[config.mk]
export PLATFORM = sky130hd
export DESIGN_NAME = retstack
export DESIGN_NICKNAME = d
export VERILOG_FILES = /design/src/rtl/retstack.sv
export SDC_FILE = /design/constraint.sdc
export NUM_CORES = 1
export LEC_CHECK = 0
export ABC_CLOCK_PERIOD_IN_PS = 6950
export BUFFER_PORTS_ARGS = -buffer_cell sky130_fd_sc_hd__buf_4
export CAP_MARGIN = 20
export CORE_MARGIN = 2
export CORE_UTILIZATION = 45
export CTS_BUF_LIST = sky130_fd_sc_hd__clkbuf_8
export DETAILED_ROUTE_END_ITERATION = 8
export PLACE_DENSITY = 0.67
export SETUP_SLACK_MARGIN = 0.15
export SLEW_MARGIN = 10
export SYNTH_ARGS = -nofsm -noshare
export SYNTH_HDL_FRONTEND = slang
export SYNTH_SLANG_ARGS = --single-unit
export TNS_END_PERCENT = 50
[constraint.sdc]
create_clock -name clk -period 6.95 [get_ports clk]
set_input_delay 1.0425 -clock clk [delete_from_list [all_inputs] [get_ports clk]]
set_output_delay 1.0425 -clock clk [all_outputs]
set_load 0.1 [all_outputs]
[src/rtl/retstack.sv]
module retstack #(
  parameter int DEPTH = 16,
  parameter int AW    = 15
) (
  input  logic          clk,
  input  logic          por_n,
  input  logic          sys_rst,
  input  logic          push,
  input  logic [AW-1:0] push_addr,
  input  logic          pop,
  output logic [AW-1:0] top_addr,
  input  logic          fault_rst_en,
  input  logic          clr_flags,
  output logic          ovf_flag,
  output logic          unf_flag,
  output logic          rst_req
);
  localparam int LW = $clog2(DEPTH + 1);
  localparam int IW = $clog2(DEPTH);

  logic [AW-1:0] mem [DEPTH];
  logic [LW-1:0] lvl;

  wire empty   = (lvl == '0);
  wire full    = (lvl == LW'(DEPTH));
  wire act     = ~sys_rst;
  wire ovf_evt = act & push & ~pop & full;
  wire unf_evt = act & pop & empty;
  wire wr_new  = act & push & ~pop & ~full;
  wire repl    = act & push & pop & ~empty;
  wire rd_old  = act & pop & ~push & ~empty;

  wire [IW-1:0] top_idx = IW'(lvl - LW'(1));
  wire [IW-1:0] new_idx = IW'(lvl);

  assign top_addr = empty ? '0 : mem[top_idx];

  always_ff @(posedge clk) begin
    if (wr_new)    mem[new_idx] <= push_addr;
    else if (repl) mem[top_idx] <= push_addr;
  end

  always_ff @(posedge clk or negedge por_n) begin
    if (!por_n)       lvl <= '0;
    else if (sys_rst) lvl <= '0;
    else if (wr_new)  lvl <= lvl + LW'(1);
    else if (rd_old)  lvl <= lvl - LW'(1);
  end

  always_ff @(posedge clk or negedge por_n) begin
    if (!por_n) begin
      ovf_flag <= 1'b0;
      unf_flag <= 1'b0;
      rst_req  <= 1'b0;
    end else begin
      ovf_flag <= (ovf_flag & ~clr_flags) | ovf_evt;
      unf_flag <= (unf_flag & ~clr_flags) | unf_evt;
      rst_req  <= fault_rst_en & (ovf_evt | unf_evt);
    end
  end
endmodule

After elaboration in Yosys (flattened, before gate mapping) --
Memory sizes are Yosys's and may differ from the RTL's. Cells that the tools add are included.
Storage, ports and cells: register bits after elaboration 8, RAM bits 240, input port bits 22, word-level logic and storage cells 45, memories kept 1
Memories:
- mem | words 16, bits a word 15, read ports 1, clocked after Yosys merged registers in 0, write ports 1, line 21 | logic [AW-1:0] mem [DEPTH];
Operators by class: add/subtract/negate cells 2, equal/unequal tests 1, muxes and demuxes 12, bitwise logic cells 22, reductions and logical operators 3
Operators by type and width (count):
- 2-to-1 mux 15 bit | 2
- 2-to-1 mux 5 bit | 3
- OR reduction 15 bit | 1
- AND 1 bit | 13
- 2-to-1 mux 1 bit | 6
- NOT 1 bit | 6
- adder 5 x 1 -> 5 bit, second input constant | 1
- == test 5 bit, second input constant | 1
- zero test 5 bit | 1
- subtractor 5 x 1 -> 5 bit, second input constant | 1
- 2-to-1 mux 4 bit | 1
- OR 1 bit | 3
- nonzero test 3 bit | 1

Logic depth before layout (Yosys ltp) --
depth in word-level cells 9, gate-level depth with buffers 9, depth with buffers taken out 6

Worst setup path before layout --
No wires, ideal clock.
path type register to output, start register lvl[0], end output port top_addr[10], arrival time 3.558 ns, required time 5.907 ns, path slack 2.350 ns, cell stages (with the launch flop) 10, path buffers 4, path through dfrtp_1 -> clkbuf_1 -> buf_2 -> inv_1 -> ha_1 -> buf_2 -> clkbuf_1 -> mux4_2 -> mux2i_1 -> o22ai_1
Between the ends: longest elaborated chain between the ends 3, elaborated cells on any way between the ends 4
RTL lines:
- from (decl) | line 22 | logic [LW-1:0] lvl;
- from (signal assigned) | line 46 | else if (wr_new) lvl <= lvl + LW'(1);
- from (signal assigned) | line 47 | else if (rd_old) lvl <= lvl - LW'(1);
- subtractor 5 x 1 -> 5 bit
- memory (16 x 15 bit)
- 2-to-1 mux 15 bit (*) | line 36 | assign top_addr = empty ? '0 : mem[top_idx];
- to (decl) | line 11 | output logic [AW-1:0] top_addr,
Every way passes the cells marked *; elsewhere a longest branch is shown, timed or not.

Worst setup path after layout --
start register lvl[0], end output port top_addr[1]
The elaborated chain is that of the path after synthesis.

==> impl_metrics.json <==
{
  "post_dp_cell_area_um2": 10740,
  "wl_met1_mm": 8.979,
  "slew_headroom_pct": 36.91,
  "switching_share_pct": 36.09,
  "synth_enable_flop_cells": 240,
  "num_vias": 5077,
  "io_buffers": 39,
  "io_pins": 40,
  "finalHoldViolations": 0,
  "grt_pass1_vias": 5316,
  "core_area_um2": 21760,
  "synth_cell_types": 50,
  "antenna_found_initial": 0,
  "fin_tns_setup_ns": 0,
  "tritoncts": "yes",
  "antenna_left": 0,
  "start_util_pct": 45.84,
  "layout-drive-gt1-share_pct": 33.10,
  "root_buffer": "clkbuf_8",
  "slew_viol_final": 0,
  "fillers": 1708,
  "cap_viol_max_count": 0,
  "cts.sinks": 248,
  "final_cell_mix": "edfxtp_1, mux4_2, buf_4",
  "leakage_nw": 3.701,
  "dieArea_um2": 23370,
  "grt-ovfl-total": 0,
  "fin_crit_ns": 5.116,
  "ir_worst_vdd_v": 0.0006119,
  "clock_latency_ns": 0.54,
  "clk_pin_slew_ns": 0.05,
  "hp-class": "in -> async",
  "top_layer": "met4",
  "drt_iter0_drc": 457,
  "syn_area_um2": 9972,
  "diodes": 0,
  "p_sw_mw": 1.472,
  "layout_commonest_cell": "edfxtp_1",
  "worstSetupPathType": "reg -> out",
  "nets": 582,
  "worstSetupEndpointType": "primary output",
  "yosysTopAreaCell": "edfxtp_1",
  "cts_max_path_buffers": 3,
  "ys.flop_type": "edfxtp_1",
  "via_per_inst": 5.883,
  "yosysSeqAreaShare_pct": 74.28,
  "die_y_um": 152.9,
  "rr_startpoint": "lvl[0]",
  "wl_mm": 21.50,
  "cts_hold_buf": 0,
  "grtUsageTotal_pct": 18.64,
  "ff2ff_setup_slack_ns": 3.08,
  "syn_inst": 486,
  "fin_worst_skew_ns": 0.01299,
  "worstPathArrival_ns": 4.07,
  "rr_worst_depth": 5,
  "gp_congestion": 0.7916,
  "stdcell_area_um2": 11430,
  "synth_top_area_share_pct": 72.27,
  "drt-pass1-iter-count": 4,
  "numPlacedInstances": 795,
  "final_cells": 863,
  "grt_pass1_wl_mm": 32.34,
  "cp_max_fo": 38,
  "ys_ff_latch": 248,
  "p_per_area_nw_per_um2": 356.8,
  "clkPwrFrac_pct": 26.8,
  "die_x_um": 152.9,
  "fmax_ghz": 0.1955,
  "wl_per_cell_um": 24.92,
  "synth.net_count": 510,
  "setup_slack_ns": 1.834,
  "tightest_slew_ns": 0.9464,
  "pwr-share-seq_pct": 42.2,
  "htreeDepth": 2,
  "syn2layout_area_growth_pct": 14.64,
  "met2_wirelength_mm": 10.77,
  "synth-warning-count": 0,
  "met3WireLength_mm": 1.309,
  "avgSynthCellArea_um2": 20.52,
  "worstSetupStartpointType": "register",
  "cts_made_buffers": 40,
  "cp_data_required_time_ns": 5.91,
  "power_frac_comb_pct": 31.1,
  "status": "completed",
  "cts_setup_buffers": 0,
  "setup_viol": 0,
  "drcViolationCount": 0,
  "utilization_pct": 52.55,
  "hpwl_mm": 12.75,
  "grt_max_degree": 39,
  "post_cts_resized": 0,
  "timing.final.crit_share_pct": 73.61,
  "grt_setup_unrepaired": "false",
  "num_rows": 54,
  "synthArstFlopShare_pct": 3.226,
  "intPower_mw": 2.607,
  "preCtsSetupSlack_ns": 2.358,
  "synth.area.top_cells": "edfxtp_1, mux4_2, mux2i_1",
  "r2r-end": "mem[5][8]"
}
==> cell families after synthesis <==
kind of cell    synth area share, %
compound gates                3.350
flops                         74.28
mux                           16.68
xor+xnor                     0.2635
fa+ha+maj                    0.2509
simple gates                  3.539
buf+inv                       1.644
==> flip-flops by register name, summed over array words and instances (netlist names) <==
name	flops
ovf_flag	1
lvl	5
mem	240
unf_flag	1
rst_req	1
==> area by class of cell <==
| cell class | instances | area (um^2) | share of cell area, % |
|---|---|---|---|
| flip-flops and latches | 248 | 7411 | 64.82 |
| multi-input cells | 203 | 2469 | 21.59 |
| clock buffers | 42 | 578.1 | 5.056 |
| repair buffers | 60 | 501.7 | 4.389 |
| well taps | 280 | 350.3 | 3.064 |
| clock inverters | 25 | 103.9 | 0.9084 |
| inverters | 5 | 18.77 | 0.1642 |
==> per-layer routing <==
metal	up-vias	GRT usage, %
met4	0	6.746
li1	2194	-
met5	-	0
met1	2653	24.94
met2	196	31.07
met3	34	3.289
==> worst max-delay path by stage <==
stage | start | slack, ns | endpoint | cells after the start
floorplan | lvl[0] | 2.35 | top_addr[10] | 9
global placement | lvl[0] | 2.10 | top_addr[1] | 7
detailed placement | lvl[0] | 2.36 | top_addr[1] | 8
CTS | lvl[0] | 1.76 | top_addr[5] | 8
global route | lvl[0] | 1.59 | top_addr[5] | 8
finish | lvl[0] | 1.83 | top_addr[1] | 8
==> critical path: stages, from the launching register on <==
cell and delay (ns):
dfrtp_4 0.86, inv_1 0.26, ha_2 0.70, buf_12 0.27, buf_4 0.35, mux4_2 0.26
mux2i_1 0.08, o22ai_1 0.34, buf_4 0.37
==> power by group through the flow <==
stage          clock (mW)  combinational [mW]  sequential [mW]
2_1_floorplan           0               0.975             1.73
3_3_place_gp            0                1.25             1.75
3_5_place_dp            0                1.27             1.75
4_1_cts              1.12                1.27             1.72
5_1_grt              1.18                1.32             1.73
6_report             1.09                1.27             1.72
==> cells in the mapped netlist, types with 3 or more instances <==
master,count
edfxtp_1,240
mux4_2,60
mux2i_1,30
o22ai_1,17
buf_2,13
clkbuf_1,13
nor2_1,11
dfrtp_1,8
nor3_1,8
a21oi_1,7
nand2_1,7
a31oi_1,5
inv_1,5
nand3_1,4
nand2b_1,3
nor2_2,3
nor2b_1,3
nor4_1,3
nor4b_1,3
o311ai_0,3
or3b_2,3
==> metrics by stage <==
stage	hold slack [ns]	total power, mW
floorplan	0.6825	2.706
global placement	0.5183	3.005
detailed placement	0.5266	3.025
CTS	0.2995	4.120
global route	0.3149	4.224
finish	0.3223	4.079
(Power assumes the default switching activity.)
